===== config.mk =====
export PLATFORM = sky130hd
export DESIGN_NAME = nibreg_file
export DESIGN_NICKNAME = d
export VERILOG_FILES = /design/src/rtl/nibreg_file.sv
export SDC_FILE = /design/constraint.sdc
export NUM_CORES = 1
export LEC_CHECK = 0
export ABC_CLOCK_PERIOD_IN_PS = 2800
export BUFFER_PORTS_ARGS = -buffer_cell sky130_fd_sc_hd__buf_2
export CELL_PAD_IN_SITES_DETAIL_PLACEMENT = 0
export CELL_PAD_IN_SITES_GLOBAL_PLACEMENT = 2
export CORE_AREA = 2 2 135 124
export DETAILED_ROUTE_END_ITERATION = 8
export DIE_AREA = 0 0 137 126
export HOLD_SLACK_MARGIN = 0.1
export MAX_ROUTING_LAYER = met4
export PLACE_DENSITY = 0.86
export SYNTH_ARGS = -nofsm -noshare
export SYNTH_HDL_FRONTEND = slang
export SYNTH_SLANG_ARGS = --single-unit

===== constraint.sdc =====
create_clock -name clk -period 2.8 [get_ports clk]
set_clock_uncertainty 0.1 [all_clocks]
set_input_delay 0.42 -clock clk [delete_from_list [all_inputs] [get_ports clk]]
set_output_delay 0.42 -clock clk [all_outputs]
set_load 0.02 [all_outputs]

===== src/rtl/nibreg_file.sv =====
module nibreg_file #(
  parameter int DW = 8,
  parameter int AW = 16
) (
  input  logic          clk,
  input  logic          rst,
  input  logic          op_valid,
  input  logic [7:0]    op_byte,
  input  logic          wr_en,
  input  logic [2:0]    wr_sel,
  input  logic [AW-1:0] wr_data,
  input  logic          sp_inc,
  input  logic          sp_dec,
  input  logic [2:0]    rd_sel,
  output logic [AW-1:0] rd_data,
  output logic [DW-1:0] reg_a,
  output logic [DW-1:0] reg_b,
  output logic [AW-1:0] ptr0,
  output logic [AW-1:0] ptr1,
  output logic [AW-1:0] sp
);
  localparam int NB = 4;
  localparam logic [2:0] S_A = 3'd0, S_B = 3'd1, S_P0 = 3'd2, S_P1 = 3'd3, S_SP = 3'd4;

  logic          imm, imm_a, imm_b, imm_p;
  logic [2:0]    tgt;
  logic [NB-1:0] val;
  logic          wa, wb, wp0, wp1, wsp;

  assign imm   = op_valid & op_byte[7];
  assign tgt   = op_byte[6:4];
  assign val   = op_byte[3:0];
  assign imm_a = imm & (tgt[2:1] == 2'b00);
  assign imm_b = imm & (tgt[2:1] == 2'b01);
  assign imm_p = imm & tgt[2];
  assign wa    = wr_en & (wr_sel == S_A);
  assign wb    = wr_en & (wr_sel == S_B);
  assign wp0   = wr_en & (wr_sel == S_P0);
  assign wp1   = wr_en & (wr_sel == S_P1);
  assign wsp   = wr_en & (wr_sel == S_SP);

  always_ff @(posedge clk) begin
    if (rst) begin
      reg_a <= '0;
      reg_b <= '0;
      ptr0  <= '0;
      ptr1  <= '0;
      sp    <= '0;
    end else begin
      if (imm_a)   reg_a[{tgt[0], 2'b00} +: NB] <= val;
      else if (wa) reg_a <= wr_data[DW-1:0];
      if (imm_b)   reg_b[{tgt[0], 2'b00} +: NB] <= val;
      else if (wb) reg_b <= wr_data[DW-1:0];
      if (imm_p)    ptr0[{tgt[1:0], 2'b00} +: NB] <= val;
      else if (wp0) ptr0 <= wr_data;
      if (wp1) ptr1 <= wr_data;
      if (wsp)                  sp <= wr_data;
      else if (sp_inc & ~sp_dec) sp <= sp + 1'b1;
      else if (sp_dec & ~sp_inc) sp <= sp - 1'b1;
    end
  end

  always_comb begin
    case (rd_sel)
      S_A:     rd_data = AW'(reg_a);
      S_B:     rd_data = AW'(reg_b);
      S_P0:    rd_data = ptr0;
      S_P1:    rd_data = ptr1;
      S_SP:    rd_data = sp;
      default: rd_data = '0;
    endcase
  end


  a_r1_reset_clears: assert property (@(posedge clk)
    rst |=> (reg_a == '0 && reg_b == '0 && ptr0 == '0 && ptr1 == '0 && sp == '0));

  a_r2_low_nibble_a: assert property (@(posedge clk) disable iff (rst)
    (op_valid && op_byte[7:4] == 4'b1000) |=> reg_a[3:0] == $past(op_byte[3:0]));

  a_r3_high_nibble_kept: assert property (@(posedge clk) disable iff (rst)
    (op_valid && op_byte[7:4] == 4'b1000) |=> reg_a[DW-1:4] == $past(reg_a[DW-1:4]));

  a_r4_idle_stable: assert property (@(posedge clk) disable iff (rst)
    (!(op_valid && op_byte[7]) && !wr_en && !sp_inc && !sp_dec) |=>
      ($stable(reg_a) && $stable(reg_b) && $stable(ptr0) && $stable(ptr1) && $stable(sp)));

  a_r7_dec_wrap: assert property (@(posedge clk) disable iff (rst)
    (sp_dec && !sp_inc && !(wr_en && wr_sel == S_SP) && sp == '0) |=> sp == {AW{1'b1}});

  a_r8_write_beats_strobe: assert property (@(posedge clk) disable iff (rst)
    (wr_en && wr_sel == S_SP) |=> sp == $past(wr_data));
endmodule


# After elaboration in Yosys (flattened, before gate mapping)
# Cells that the tools add are included.
dict set report totals {
  register_bits 64
  latchBits 0
  ramBits 0
  romBits 0
  input_bits 36
  output_inout_bits 80
  wordCells 55
  n_memories 0
}
dict set report classes {
  add_sub_neg 4
  multipliers 0
  div 0
  order_cmp 0
  eq_ne 9
  shift 4
  n_mux 13
  bitwise_logic 13
  n_reduce_logical 7
}
# operator n
set ops {}
lappend ops {{$mux 16} 5}
lappend ops {{$pmux 16 s5} 1}
lappend ops {{$mux 8} 4}
lappend ops {{$add 16x1->16 const B} 1}
lappend ops {{$bwmux 16} 1}
lappend ops {{$bwmux 8} 2}
lappend ops {{$shift 4x6->16 const A} 1}
lappend ops {{$shiftx 4x6->16} 1}
lappend ops {{$sub 16x1->16 const B} 1}
lappend ops {{$eq 3x2->1 const B} 4}
lappend ops {{$and 1x1->1} 11}
lappend ops {{$shift 4x5->8 const A} 1}
lappend ops {{$shiftx 4x5->8} 1}
lappend ops {{$eq 3x1->1 const B} 2}
lappend ops {{$eq 3x3->1 const B} 2}
lappend ops {{$logic_not 3->1} 2}
lappend ops {{$neg 4->6} 1}
lappend ops {{$reduce_bool 2->1} 3}
lappend ops {{$neg 3->5} 1}
lappend ops {{$reduce_bool 3->1} 1}
lappend ops {{$eq 2x1->1 const B} 1}
lappend ops {{$logic_not 2->1} 1}
lappend ops {{$not 1->1} 2}

# Depth between registers and ports, before layout
dict set report depth {
  depth_word 5
  ltp_mapped 10
  depth_no_buf 10
}

# Least setup slack after synthesis
# OpenSTA, ideal clock, no wires.
dict set report synth_timing {
  kind {input -> register}
  startpoint {input port sp_dec}
  endpoint {register sp[15]}
  setup_time_ns 0.062
  arrival_time_ns 2.687
  path_slack_ns -0.049
  stages 9
  cell_sequence {inv_1 > nand2_1 > ha_1 > a21o_1 > a221o_1 > a2111oi_4 > mux2i_1 > a2111o_1 > nand3_1}
}
dict set report synth_between {
  elab_chain_len 4
  word_cells_on_any_way 6
  classes_between {mux: 2; bitwise: 3; reduce/logical: 1}
}
# item line
set synth_lines {}
lappend synth_lines {{start, declared} 13} ;# input logic sp_dec,
lappend synth_lines {{$not 1->1} 58} ;# else if (sp_inc & ~sp_dec) sp <= sp + 1'b1;
lappend synth_lines {{$and 1x1->1} 58}
lappend synth_lines {{$mux 16} 58}
lappend synth_lines {{$mux 16} 57} ;# if (wsp) sp <= wr_data;
lappend synth_lines {{end signal, assigned} 57}
lappend synth_lines {{end signal, assigned} 58}
lappend synth_lines {{end signal, assigned} 59} ;# else if (sp_dec & ~sp_inc) sp <= sp - 1'b1;
lappend synth_lines {{end, declared} 20} ;# output logic [AW-1:0] sp
# Several ways; a longest one is shown, not always the timed one.
# A chain may end at the register's enable or synchronous reset.

# Final worst setup path
dict set report layout_timing {
  startpoint {input port rd_sel[0]}
  endpoint {output port rd_data[9]}
}
dict set report layout_between {
  elab_chain_len 2
  word_cells_on_any_way 6
  classes_between {eq/ne: 4; mux: 1; reduce/logical: 1}
}
# item line
set layout_lines {}
lappend layout_lines {{start, declared} 14} ;# input logic [2:0] rd_sel,
lappend layout_lines {{$eq 3x3->1, or another cell as far along} 64} ;# case (rd_sel)
lappend layout_lines {{$pmux 16 s5 (*)} 64}
lappend layout_lines {{end, declared} 15} ;# output logic [AW-1:0] rd_data,
# Mark *: on every way between the ends. The rest lies on a longest branch, timed or not.

==> run_results.csv <==
group,metric,value,unit
status,status,"finished clean",
critical_path,worst-path-max-fanout,15,
cells_and_area,instances_no_fill,869,
flow_run,max_cap_violations,0,
placed_design,gp_congestion,0.871,
drt,viasPerCell,5.23,
drt,dr.pass1.iters,5,
synthesis,synth_seq_cells,64,
sta,finalSetupViolCount,0,
sta,max_freq,388,MHz
clock_tree,clockBufferDepth,2,
cells_and_area,syn_to_final_growth,30.5,%
global_routing,grt_usage,0.184,
clock_tree,cts_tree,"done",
synthesis,ys.flop_type,"dfxtp_1",
global_routing,antenna_found_initial,0,
die,core,0.0159,mm2
drt,drtIter0Drc,291,
clock_tree,clock-sinks,64,
power,leakagePower,2.30,nW
clock_tree,post_cts_resized,0,
die,die_h,126,um
clock_tree,htreeDepth,3,
synthesis,synth_area,0.00404,mm2
synthesis,synth_edf_count,0,
critical_path,path_class,"primary input to output port",
cells_and_area,fin_nets,713,
die,initial_core_util,0.255,
synthesis,seq_area_frac_synth,0.317,
sta,fin_crit_sh,0.921,
clock_tree,postCtsSetupBuffers,0,
critical_path,path_cells,"buf_2 -> nor2b_1 -> nor2b_1 -> nand2_1 -> o21ai_0 -> buf_2",
sta,tightest_slew,0.694,ns
power,power_density,666,mW/mm2
critical_path,crit_arrival,2.06,ns
critical_path,max_stage_delay,0.60,ns
synthesis,ys.warnings.count,0,
synthesis,async_flop_share,0,
placed_design,hpwl,12100,um
power,ir_drop,0.000277,V
die,die_x,137,um
global_routing,grt_pass1_vias,4416,
cells_and_area,drive_above_1_share,0.248,
clock_tree,insertion_delay,0.34,ns
cells_and_area,n_fill_cell,1722,
drt,wl_per_cell,18.1,um
critical_path,cp.required,2.28,ns
drt,route.detailed.drc,0,
sta,fin_tns_setup,0,ns
placed_design,portBuffers,115,
sta,hold_ws,0.268,ns
synthesis,synth.avg_cell_area,7.53,um2
sta,rsz0062_at_grt,"false",
critical_path,path_delay_family,"simple AND/OR/NAND/NOR gates",
clock_tree,cts-buffers-inserted,9,
drt,dr_total_vias,4549,
synthesis,ys_top_cells_by_area,"dfxtp_1, a21oi_1, nor2_1, nand2_1, ha_1",
drt,ant_nets,0,
sta,slew_headroom,0.536,
critical_path,critPathCaptureType,"output port",
synthesis,synth_largest_area_cell,"dfxtp_1",
cells_and_area,fin_util,0.333,
die,io_pins,116,
clock_tree,hold_buffers,0,
drt,drt-total-wl,15700,um
synthesis,synth_nets,594,
min_path,hold_class,"primary input to register",
critical_path,crit_path_start_kind,"primary input",
critical_path,cp_slowest_cell,"nor2b_1",
placed_design,placed_cells,852,
sta,final-max-slew-violation-count,0,
clock_tree,clk_pin_slew,0.05,ns
global_routing,grt_pass1_wl,24000,um
synthesis,netlist.area_leader.share,0.317,
global_routing,grt_overflow,0,
critical_path,cp_num_buf_inv,2,
die,rows,44,
sta,fin_crit,2.58,ns
synthesis,synthCells,537,
sta,hold_viol_final,0,
global_routing,grt_max_degree,44,
clock_tree,cts-root-buf,"clkbuf_16",
die,dieArea,0.0173,mm2
synthesis,synth.distinct_cells,44,
-- placed cells by master, fill, tap and decap left out, types with 7 or more instances in the layout --
cell	netlist	layout
a211oi_1	26	26
a21o_1	8	8
a21oi_1	64	64
a22oi_1	14	14
a32oi_1	8	8
buf_2	0	115
buf_4	0	22
clkbuf_16	0	9
dfxtp_1	64	64
ha_1	20	20
mux2_2	7	7
mux2i_1	11	11
nand2_1	72	71
nand2b_1	10	10
nand3_1	13	13
nor2_1	78	78
o211ai_1	11	11
o21ai_0	10	10
o21ai_1	14	14
o22ai_1	10	10
xnor2_1	7	7
-- synth_stat cells (2+ instances only) --
master     n
o22ai_1   10
clkbuf_1  30
nand3_1   13
xnor2_1    7
a22oi_1   14
o21ai_1   14
nand4_1    3
xor2_1     4
o21ai_0   10
a21oi_1   64
nand2_1   72
dfxtp_1   64
o211ai_1  11
or3_1      6
nor3b_1    2
a21o_1     8
a211oi_1  26
mux2_2     7
a31oi_1    2
nor2_1    78
mux2i_1   11
nor3_1     6
ha_1      20
a32oi_1    8
and2_1     2
nand2b_1  10
and3_1     5
nor2b_1    4
a311oi_1   6
inv_1      6
-- metrics by stage --
stage,setup slack [ns],instance area [um2],power [mW]
floorplan,0.103,4050,1.90
CTS,0.241,5270,3.53
global route,0.111,5270,3.68
global placement,0.0349,4950,2.29
finish,0.221,5280,3.51
detailed placement,-0.0303,4950,2.31
-- power by group --
part / total (mW) / leakage, nW / switching, mW / internal, mW
logic: 1.19 / 1.62 / 0.717 / 0.474
registers: 1.10 / 0.523 / 0.110 / 0.993
clock network: 1.22 / 0.156 / 0.439 / 0.780
total: 3.51 / 2.30 / 1.27 / 2.25
-- routing by layer --
layer  part of all wire  vias to the layer above  GRT usage
met2               0.45                      177      0.281
met1               0.47                     2158      0.252
met4              0.012                        0     0.0370
li1                   -                     2199          -
met5                  0                        -          -
met3              0.073                       15     0.0386
-- cells by family (layout without fill, tap and decap cells) --
logic type | after synthesis | in the layout | share of synthesized area
other | 0 | 1 | 0
adders and majority gates | 21 | 21 | 0.0669
xor gates and xnor gates | 11 | 11 | 0.0238
and+or+nand+nor | 206 | 206 | 0.223
buffers and inverters | 37 | 161 | 0.0344
AOI/OAI and AO/OA | 180 | 180 | 0.288
muxes | 18 | 18 | 0.0467
DFF | 64 | 64 | 0.317
-- path summary, 6_finish.rpt --
| path | depth (start not counted) | endpoint | slack, ns | from |
|---|---|---|---|---|
| worst max-delay path | 6 | rd_data[9] | 0.22 | rd_sel[0] |
| worst min-delay path | 3 | ptr1[14]$_SDFFE_PP0P_ | 0.27 | wr_data[14] |
| worst max register to register | 8 | sp[14]$_SDFFE_PP0P_ | 0.39 | sp[0]$_SDFFE_PP0P_ |
| worst min register to register | 2 | ptr1[12]$_SDFFE_PP0P_ | 0.37 | ptr1[12]$_SDFFE_PP0P_ |
-- worst register-to-register path: stages (launching register included) --
cell and delay (ns):
dfxtp_1 0.41, inv_1 0.13, fa_1 0.46, nand2b_1 0.17, a21oi_1 0.37, o21ai_0 0.18, nand3_1 0.13, mux2i_1 0.09
nor4_1 0.26
-- sequential cells by signal, indices dropped and copies added (netlist names) --
name	count
ptr0	16
ptr1	16
reg_a	8
reg_b	8
sp	16
-- final cells by class --
type	count	area, um2	area share
sequential	64	1280	0.243
multi-input combinational	436	2630	0.498
clock inverter	7	95.1	0.0180
tap	207	259	0.0491
inverter	7	26.3	0.00498
timing repair buffer	138	761	0.144
clock buffer	9	225	0.0427
antenna	1	2.50	0.000474
Note: power is estimated with default switching activity, not from simulation.
